<file path="src/rtl/ext_irq_pkg.sv">
package ext_irq_pkg;
  typedef enum logic [1:0] {
    SENSE_LOW_LEVEL = 2'b00,
    SENSE_RISE      = 2'b01,
    SENSE_FALL      = 2'b10,
    SENSE_BOTH      = 2'b11
  } sense_e;

  localparam int unsigned MIN_SYNC_STAGES = 2;
endpackage

</file>
<file path="src/rtl/ext_irq_sync.sv">
module ext_irq_sync #(
  parameter int unsigned WIDTH  = 4,
  parameter int unsigned STAGES = 2
) (
  input  logic             clk,
  input  logic             rst_n,
  input  logic [WIDTH-1:0] d_i,
  output logic [WIDTH-1:0] q_o
);
  localparam int unsigned LAST = STAGES - 1;

  logic [STAGES-1:0][WIDTH-1:0] chain_q;
  logic [STAGES-1:0][WIDTH-1:0] chain_d;

  always_comb begin
    chain_d[0] = d_i;
    for (int s = 1; s < STAGES; s++) begin
      chain_d[s] = chain_q[s-1];
    end
  end

  always_ff @(posedge clk or negedge rst_n) begin
    if (!rst_n) begin
      chain_q <= '0;
    end else begin
      chain_q <= chain_d;
    end
  end

  assign q_o = chain_q[LAST];

  initial begin
    assert (STAGES >= ext_irq_pkg::MIN_SYNC_STAGES)
      else $error("synchroniser needs at least two stages");
  end
endmodule

</file>
<file path="src/rtl/ext_irq_combine.sv">
module ext_irq_combine #(
  parameter int unsigned WIDTH = 4
) (
  input  logic [WIDTH-1:0] sync_i,
  input  logic [WIDTH-1:0] sel_i,
  output logic             merged_o,
  output logic             any_sel_o
);
  logic [WIDTH-1:0] gated;

  for (genvar i = 0; i < WIDTH; i++) begin : g_gate
    assign gated[i] = sync_i[i] | ~sel_i[i];
  end

  always_comb begin
    any_sel_o = |sel_i;
    if (any_sel_o) begin
      merged_o = ~(&gated);
    end else begin
      merged_o = 1'b1;
    end
  end
endmodule

</file>
<file path="src/rtl/ext_irq_edge.sv">
module ext_irq_edge
  import ext_irq_pkg::*;
(
  input  logic       clk,
  input  logic       rst_n,
  input  logic       merged_i,
  input  logic [1:0] sense_i,
  input  logic       ack_i,
  output logic       irq_o,
  output logic       wake_o
);
  sense_e mode;
  logic   is_level;
  logic   prev_q, prev_d;
  logic   lat_q, lat_d, lat_en;
  logic   rise, fall, hit;

  assign mode     = sense_e'(sense_i);
  assign is_level = (mode == SENSE_LOW_LEVEL);
  assign rise     = merged_i & ~prev_q;
  assign fall     = ~merged_i & prev_q;

  always_comb begin
    unique case (mode)
      SENSE_RISE: hit = rise;
      SENSE_FALL: hit = fall;
      SENSE_BOTH: hit = rise | fall;
      default:    hit = 1'b0;
    endcase
  end

  always_comb begin
    prev_d = merged_i;
    lat_en = is_level | hit | ack_i;
    if (is_level) begin
      lat_d = 1'b0;
    end else if (hit) begin
      lat_d = 1'b1;
    end else begin
      lat_d = 1'b0;
    end
  end

  always_ff @(posedge clk or negedge rst_n) begin
    if (!rst_n) begin
      prev_q <= 1'b1;
    end else begin
      prev_q <= prev_d;
    end
  end

  always_ff @(posedge clk or negedge rst_n) begin
    if (!rst_n) begin
      lat_q <= 1'b0;
    end else if (lat_en) begin
      lat_q <= lat_d;
    end
  end

  assign irq_o  = is_level ? ~merged_i : lat_q;
  assign wake_o = irq_o | hit;

  assert_edge_sets_latch_R5: assert property (@(posedge clk) disable iff (!rst_n)
    (!is_level && hit) |=> lat_q);

  assert_hold_until_ack_R8: assert property (@(posedge clk) disable iff (!rst_n)
    (!is_level && lat_q && !ack_i) |=> lat_q);

  assert_ack_clears_R8: assert property (@(posedge clk) disable iff (!rst_n)
    (!is_level && ack_i && !hit) |=> !lat_q);

  assert_edge_beats_ack_R9: assert property (@(posedge clk) disable iff (!rst_n)
    (!is_level && hit && ack_i) |=> lat_q);

  assert_level_clears_R11: assert property (@(posedge clk) disable iff (!rst_n)
    is_level |=> !lat_q);

  assert_wake_leads_R10: assert property (@(posedge clk) disable iff (!rst_n)
    ($rose(irq_o) && !is_level && $past(!is_level)) |-> $past(wake_o));
endmodule

</file>
<file path="src/rtl/ext_irq_cond.sv">
module ext_irq_cond #(
  parameter int unsigned NUM_PINS    = 4,
  parameter int unsigned SYNC_STAGES = 2
) (
  input  logic                clk,
  input  logic                rst_n,
  input  logic [NUM_PINS-1:0] pins_i,
  input  logic [NUM_PINS-1:0] sel_i,
  input  logic [1:0]          sense_i,
  input  logic                ack_i,
  output logic                irq_o,
  output logic                wake_o
);
  logic                rst_meta_q, rst_sync_q;
  logic [NUM_PINS-1:0] pins_sync;
  logic                merged;
  logic                any_sel;

  always_ff @(posedge clk or negedge rst_n) begin
    if (!rst_n) begin
      rst_meta_q <= 1'b0;
      rst_sync_q <= 1'b0;
    end else begin
      rst_meta_q <= 1'b1;
      rst_sync_q <= rst_meta_q;
    end
  end

  ext_irq_sync #(.WIDTH(NUM_PINS), .STAGES(SYNC_STAGES)) u_sync (
    .clk   (clk),
    .rst_n (rst_sync_q),
    .d_i   (pins_i),
    .q_o   (pins_sync)
  );

  ext_irq_combine #(.WIDTH(NUM_PINS)) u_comb (
    .sync_i    (pins_sync),
    .sel_i     (sel_i),
    .merged_o  (merged),
    .any_sel_o (any_sel)
  );

  ext_irq_edge u_edge (
    .clk      (clk),
    .rst_n    (rst_sync_q),
    .merged_i (merged),
    .sense_i  (sense_i),
    .ack_i    (ack_i),
    .irq_o    (irq_o),
    .wake_o   (wake_o)
  );

  assert_empty_mask_quiet_R3: assert property (@(posedge clk) disable iff (!rst_sync_q)
    (!any_sel && sense_i == 2'b00) |-> !irq_o);

  assert_reset_quiet_R1: assert property (@(posedge clk)
    !rst_sync_q |-> (!irq_o || sense_i == 2'b00));
endmodule

</file>
<file path="config.mk">
export PLATFORM = sky130hd
export DESIGN_NAME = ext_irq_cond
export DESIGN_NICKNAME = d
export VERILOG_FILES = /design/src/rtl/ext_irq_pkg.sv /design/src/rtl/ext_irq_sync.sv /design/src/rtl/ext_irq_combine.sv /design/src/rtl/ext_irq_edge.sv /design/src/rtl/ext_irq_cond.sv
export SDC_FILE = /design/constraint.sdc
export NUM_CORES = 1
export LEC_CHECK = 0
export BUFFER_PORTS_ARGS = -buffer_cell sky130_fd_sc_hd__clkbuf_2
export CAP_MARGIN = 25
export CORE_MARGIN = 2
export CORE_UTILIZATION = 35
export DETAILED_ROUTE_END_ITERATION = 6
export PLACE_DENSITY = 0.68
export SKIP_CTS_REPAIR_TIMING = 1
export SLEW_MARGIN = 5
export SYNTH_ARGS = -nofsm -noshare
export SYNTH_HDL_FRONTEND = slang
export SYNTH_SLANG_ARGS = --single-unit
</file>
<file path="constraint.sdc">
create_clock -name clk -period 2 [get_ports clk]
set_input_delay 0.1 -clock clk [delete_from_list [all_inputs] [get_ports clk]]
set_output_delay 0.1 -clock clk [all_outputs]
set_load 0.05 [all_outputs]
</file>
==> summary.txt, run 1 <==
Outcome
  • Outcome: complete, but fails checks
  • Failing checks: negative setup slack

Worst hold path
  • Number of stages on the worst hold path: 4
  • Type of the most critical hold path: in -> reg
  • Hold Path End: u_edge.lat_q
  • Worst hold start: ack_i

Clock tree
  • Clock tree sinks: 12
  • Clock transition time at the flip-flop clock pins of the worst setup and hold paths: 0.07 ns
  • Total CTS buffers: 3
  • CTS tree: built
  • Clock tree root driver cell: sky130_fd_sc_hd__clkbuf_4
  • Insertion delay of the later-clocked pin in the worst-skew pair: 0.26 ns
  • Number of buffers on the longest clock path: 2
  • Total number of H-tree levels: 1

GRT
  • Global-route wire length before repair: approximately 750 um
  • Largest net degree at the start of global routing: 11
  • Gr usage total: under 10%
  • Vias in the first global route: 202
  • Congestion Overflow GR: 0
  • Initial antenna violation count: 0

Logic synthesis
  • Seq/Total Area, Yosys: 65.8%
  • Number of warnings printed during yosys synthesis: 0
  • Post-synthesis area per instance: roughly 13 um2
  • Number of storage elements in the synthesis netlist: 12
  • Synth Cell Area: around 460 um2
  • Total nets after synthesis: 51
  • Post-Syn Instances: 36
  • Library cells used by synthesis: 17

Critical path
  • Startpoint type of the worst setup path: flip-flop
  • Worst setup path category: reg -> out
  • Worst path required time: 1.90 ns
  • R2r setup slk: 0.44 ns
  • Critical Path Sink Type: output port
  • RR Startpoint: u_sync.q_o[3]
  • Largest fanout on the critical path: 3
  • Worst-case reg-to-reg path depth: 6
  • Master of the slowest instance on the critical path: sky130_fd_sc_hd__or3_4
  • Worst Path Arrival: 1.97 ns
  • Capturing point of the worst reg2reg path: u_edge.lat_q
  • Critical Path, Cell by Cell: o22ai_2 -> or3_4 -> ha_4 -> mux2i_1 -> a21oi_2 -> o311ai_2 -> buf_6
  • Biggest cell delay along the critical path: 0.42 ns

Floorplanning
  • Die width: around 40 um
  • Die Y: 40.2 um
  • Overall die area: 0.00161 mm2
  • Placement Rows: 13
  • Core area: around 0.0013 mm2
  • Boundary Pins: 15
  • Initial core utilization: a little over a third

STA
  • Setup_tns: -0.0667 ns
  • Final setup viols: 1
  • Skew final: about 0.00094 ns
  • Setup repair after global routing missed its margin: yes
  • Fraction of the cycle the final worst path needs: 103%
  • Post-layout minimum cycle time: 2.07 ns
  • Final-report hold violation count: 0
  • Max Fclk: between 400 and 500 MHz
  • Worst-case setup margin in the final layout: -0.0667 ns
  • Max-slew violation count: 0

Drt
  • Vias after detailed routing: around 310
  • Initial DRT Pass Iterations: 1
  • Iter 0 DRT Violations: 0
  • Number of vias per cell after detailed routing: approximately 4.1
  • Detailed-route wire length: approximately 730 um
  • Routed wire per std cell: ~9.6 um
  • Remaining DRCs: 0
  • Antenna Violating Nets Remaining: 0

Power
  • Final total power: roughly 0.56 mW
  • Leak Pwr: around 0.34 nW
  • Ratio of total power to cell area: between 800 and 900 mW/mm2
  • IR drop worst, VDD: 0.404 mV

Placed design
  • Post-placement cell area: around 550 um2
  • Detailed placer's ending HPWL: 461 um
  • Routability congestion estimate from global placement: about 0.54
  • Post-Place Worst Slack: ~0.13 ns
  • Buffers on Ports: 14

Cells and area
  • Final design instance area without fill: between 600 and 700 um2
  • Number of inserted diodes: 0
  • Net count, final: just under 80
  • Final cell utilization of the core: about 54%
  • Share of final-layout standard cells stronger than drive strength 1: roughly 44%
  • Area Overhead vs Synth: 47.8%

Run
  • MaxCap Viol Count: 0
[power breakdown]
part           internal, mW  leakage [nW]  switching (mW)  total (mW)
clock                 0.110        0.0210          0.0708       0.181
sequential            0.259         0.140         0.00823       0.267
combinational        0.0499         0.183          0.0643       0.114
[logic make-up after synthesis]
family                     Yosys count  share of synthesized area (%)
DFF                                 12                           65.8
buffers and inverters                8                           6.56
AOI/OAI and AO/OA                    7                           12.8
and+or+nand+nor                      5                           6.28
adders and majority gates            2                           5.46
muxes                                1                           2.19
other                                1                          0.819
[Yosys cell counts]
| cell | instances | area share [%] |
|---|---|---|
| sky130_fd_sc_hd__clkinv_1 | 1 | 0.82 |
| sky130_fd_sc_hd__o311ai_2 | 1 | 3.6 |
| sky130_fd_sc_hd__or3_4 | 1 | 2.5 |
| sky130_fd_sc_hd__nor4_1 | 1 | 1.4 |
| sky130_fd_sc_hd__o21ai_0 | 1 | 1.1 |
| sky130_fd_sc_hd__conb_1 | 1 | 0.82 |
| sky130_fd_sc_hd__dfstp_2 | 1 | 5.7 |
| sky130_fd_sc_hd__nor2_1 | 1 | 0.82 |
| sky130_fd_sc_hd__mux2i_1 | 1 | 2.2 |
| sky130_fd_sc_hd__o22ai_1 | 2 | 2.7 |
| sky130_fd_sc_hd__dfrtp_1 | 11 | 60 |
| sky130_fd_sc_hd__nand2_1 | 2 | 1.6 |
| sky130_fd_sc_hd__o31ai_2 | 1 | 2.7 |
| sky130_fd_sc_hd__inv_1 | 7 | 5.7 |
| sky130_fd_sc_hd__ha_1 | 2 | 5.5 |
| sky130_fd_sc_hd__a21oi_1 | 1 | 1.1 |
| sky130_fd_sc_hd__o211ai_1 | 1 | 1.6 |
[state kept, by name, summed over array words and instances (netlist names)]
name and cells:
u_sync.chain_d 4, rst_meta_q 1, u_edge.prev_q 1, u_sync.q_o 4, u_edge.lat_q 1, rst_sync_q 1
[stage by stage]
step,cells,hold WS [ns]
4_1_cts,69,-0.401
6_report,76,0.114
5_1_grt,76,0.138
3_3_place_gp,65,-0.113
3_5_place_dp,65,-0.111
2_1_floorplan,36,-0.196
[worst max-delay path by stage]
| stage | start | to | depth (start not counted) |
|---|---|---|---|
| 2_1_floorplan | u_sync.q_o[2] | wake_o | 6 |
| 3_3_place_gp | u_sync.q_o[2] | wake_o | 7 |
| 3_5_place_dp | u_sync.q_o[2] | wake_o | 7 |
| 4_1_cts | u_sync.q_o[3] | wake_o | 7 |
| 5_1_grt | u_sync.q_o[3] | wake_o | 7 |
| 6_report | u_sync.q_o[3] | wake_o | 7 |
[layout by cell type, fill, tap and decap left out, drive strengths merged]
| cell | netlist | layout |
|---|---|---|
| dfstp | 1 | 1 |
| clkbuf | 0 | 16 |
| buf | 0 | 4 |
| dfrtp | 11 | 11 |
| inv | 7 | 7 |
| o22ai | 2 | 2 |
| o311ai | 1 | 1 |
| ha | 2 | 2 |
| a21oi | 1 | 1 |
| dlygate4sd3 | 0 | 5 |
| conb | 1 | 1 |
| o211ai | 1 | 1 |
| nor4 | 1 | 1 |
| nor2 | 1 | 1 |
| or3 | 1 | 1 |
| clkinv | 1 | 1 |
| o21ai | 1 | 1 |
| nand2 | 2 | 2 |
| mux2i | 1 | 1 |
| o31ai | 1 | 1 |
[cell type report]
type                            instances  area (um2)
Sequential cell                        12         302
Timing Repair Buffer                   21         141
Fill cell                             106         576
Tap cell                               15        18.8
Inverter                                8        30.0
Multi-Input combinational cell         16         149
Clock buffer                            4        36.3
[metal layers]
| layer | part of all wire [%] | wire length, um | GRT usage, % |
|---|---|---|---|
| met1 | 47 | 341 | 10.5 |
| met2 | 48 | 348 | 9.27 |
| met3 | 5.2 | 38 | 1.67 |
| met4 | 0 | 0 | 7.50 |
| met5 | 0 | 0 | 0 |
[critical path: cells and delay by family, from the launching register on]
family	cells	cell delay (ns)
fa+ha+maj	1	0.27
compound gates	3	0.41
buf+inv	1	0.19
flops	1	0.34
simple gates	1	0.42
mux	1	0.07
Note: power is estimated with default switching activity, not from simulation.
==> run 2: changes to the inputs <==
--- a/config.mk
+++ b/config.mk
@@ -7,10 +7,10 @@
 export LEC_CHECK = 0
 export BUFFER_PORTS_ARGS = -buffer_cell sky130_fd_sc_hd__clkbuf_2
 export CAP_MARGIN = 25
-export CORE_MARGIN = 2
 export CORE_UTILIZATION = 35
 export DETAILED_ROUTE_END_ITERATION = 6
 export PLACE_DENSITY = 0.68
+export RECOVER_POWER = 100
 export SKIP_CTS_REPAIR_TIMING = 1
 export SLEW_MARGIN = 5
 export SYNTH_ARGS = -nofsm -noshare
==> constraint.sdc (replaced) <==
create_clock -name clk -period 2.1 [get_ports clk]
set_input_delay 0.105 -clock clk [delete_from_list [all_inputs] [get_ports clk]]
set_output_delay 0.105 -clock clk [all_outputs]
set_load 0.05 [all_outputs]
==> run 2 against run 1 <==
Effect of this change:
- the run now ends clean
- clock power decreased by 6%
- register-to-register slack improved by 0.09 ns
- clock-buffer cell count unchanged
- clock skew increased by 0.0016 ns
- final cell count increased by 1.3%
- sequential share of layout area decreased by 0.81 points
- first-iteration DRC count increased by 3
- highest routed layer unchanged
==> summary.txt, run 2 (same netlist as run 1, synthesis figures left out) <==
Outcome
  • Outcome: finished clean

Clock tree
  • Number of buffers on the longest clock path: 2
  • Clock tree root driver cell: sky130_fd_sc_hd__clkbuf_4
  • Clock tree sinks: 12
  • CTS tree: built
  • Insertion delay of the later-clocked pin in the worst-skew pair: roughly 0.26 ns
  • Total number of H-tree levels: 1
  • Clock transition time at the flip-flop clock pins of the worst setup and hold paths: 0.07 ns
  • Total CTS buffers: 3

Floorplanning
  • Core area: roughly 0.0012 mm2
  • Die Y: ~38 um
  • Overall die area: around 0.0015 mm2
  • Placement Rows: 12
  • Initial core utilization: 39.6%
  • Die width: roughly 38 um
  • Boundary Pins: 15

Cells and area
  • Final cell utilization of the core: roughly 60%
  • Commonest cells after routing, fill and taps aside: sky130_fd_sc_hd__clkbuf_2 (12), sky130_fd_sc_hd__dfrtp_1 (11), sky130_fd_sc_hd__inv_1 (7)
  • Number of fill cells in the layout: ~110
  • Share of final-layout standard cells stronger than drive strength 1: around 44%
  • Leading cell type in the layout, fill and taps excluded: sky130_fd_sc_hd__clkbuf_2
  • Final design instance area without fill: 689 um2
  • Layout Cells excl Fill: 77
  • Net count, final: 79
  • Area Overhead vs Synth: 50.5%
  • Number of inserted diodes: 0

Drt
  • Met2 wire length: between 400 and 500 um
  • Detailed-route wire length: between 700 and 800 um
  • Number of vias per cell after detailed routing: between 4 and 5
  • Initial DRT Pass Iterations: 3
  • Remaining DRCs: 0
  • Top layer in use: met3
  • Iter 0 DRT Violations: 3
  • Antenna Violating Nets Remaining: 0
  • Vias after detailed routing: approximately 350
  • Sum of met3 wire segment lengths after detailed routing: 24 um
  • Routed wire per std cell: ~10 um
  • Detailed-routing wirelength on met1: 298 um

Critical path
  • Critical Path Sink Type: output port
  • Worst path required time: about 2 ns
  • Master of the slowest instance on the critical path: sky130_fd_sc_hd__or3_4
  • Worst setup path category: reg -> out
  • Critical Path, Cell by Cell: o22ai_2 -> or3_4 -> ha_4 -> mux2i_1 -> a21oi_2 -> o311ai_2 -> buf_6
  • Largest fanout on the critical path: 4
  • Worst Path Arrival: 1.95 ns
  • Startpoint type of the worst setup path: flip-flop
  • Worst-case reg-to-reg path depth: 6
  • Biggest cell delay along the critical path: between 0.4 and 0.5 ns

Placed design
  • Post-Place Worst Slack: between 0.2 and 0.25 ns
  • Detailed placer's ending HPWL: just over 500 um
  • Buffers on Ports: 14
  • Placed Cells: 64
  • Routability congestion estimate from global placement: around 0.58
  • Post-placement cell area: between 500 and 600 um2

Power
  • Leak Pwr: 0.350 nW
  • Ratio of total power to cell area: 781 mW/mm2
  • Final total power: between 0.5 and 0.6 mW
  • IR drop worst, VDD: approximately 0.55 mV

Worst hold path
  • Number of stages on the worst hold path: 4
  • Type of the most critical hold path: in -> reg

STA
  • Final-report hold violation count: 0
  • Worst-case setup margin in the final layout: ~0.043 ns
  • Post-layout minimum cycle time: between 2 and 2.5 ns
  • Post-route worst hold slack: 0.123 ns
  • Setup_tns: 0 ns
  • Fraction of the cycle the final worst path needs: 98.0%
  • Final setup viols: 0
  • Skew final: between 0.002 and 0.0025 ns
  • Setup repair after global routing missed its margin: yes
  • Max-slew violation count: 0
  • Max Fclk: 486 MHz

GRT
  • Largest net degree at the start of global routing: 11
  • Global-route wire length before repair: approximately 1100 um
  • Vias in the first global route: approximately 300
  • Gr usage total: a little under an eighth
  • Congestion Overflow GR: 0
  • Initial antenna violation count: 0

Run
  • MaxCap Viol Count: 0
==> run 2: cell types whose count changed in the layout (fill, tap and decap cells not counted) <==
cell / previous run / this run
sky130_fd_sc_hd__buf_4: 2 / 4
sky130_fd_sc_hd__buf_2: 1 / 0
sky130_fd_sc_hd__clkbuf_1: 0 / 1
==> run 2: layout make-up <==
type	count	area [um2]	area share (%)
Tap cell	14	17.5	2.54
Inverter	8	30.0	4.36
Timing Repair Buffer	23	155	22.5
Multi-Input combinational cell	16	149	21.6
Sequential cell	12	302	43.7
Clock buffer	4	36.3	5.26
==> run 2: worst paths after layout <==
path / start / end / slack (ns)
worst max-delay path: u_sync.q_o[3] / wake_o / 0.04
worst min-delay path: ack_i / u_edge.lat_q / 0.12
worst max register to register: u_sync.q_o[3] / u_edge.lat_q / 0.53
worst min register to register: rst_sync_q / u_sync.q_o[3] / 0.15
max in group asynchronous: rst_sync_q / u_edge.prev_q / 1.64
min in group asynchronous: rst_sync_q / u_sync.q_o[3] / 0.15
==> run 2: layer usage <==
metal,vias to the layer above,global-route usage [%]
met3,0,3.49
met2,8,19.5
li1,171,-
met4,0,5.36
met1,166,12.4
met5,-,0
==> run 2: critical path, delay by kind of cell (launching register included) <==
family | cells | cell delay, ns
adder cells (fa/ha/maj) | 1 | 0.27
AO/OA/AOI/OAI | 3 | 0.38
buffers and inverters | 1 | 0.18
multiplexers | 1 | 0.08
AND/OR/NAND/NOR | 1 | 0.42
flip-flops | 1 | 0.35
==> run 2: power by group <==
part / internal, mW / switching [mW]
Clock: 0.105 / 0.0658
Combinational: 0.0510 / 0.0613
Sequential: 0.247 / 0.00826
Total: 0.403 / 0.135
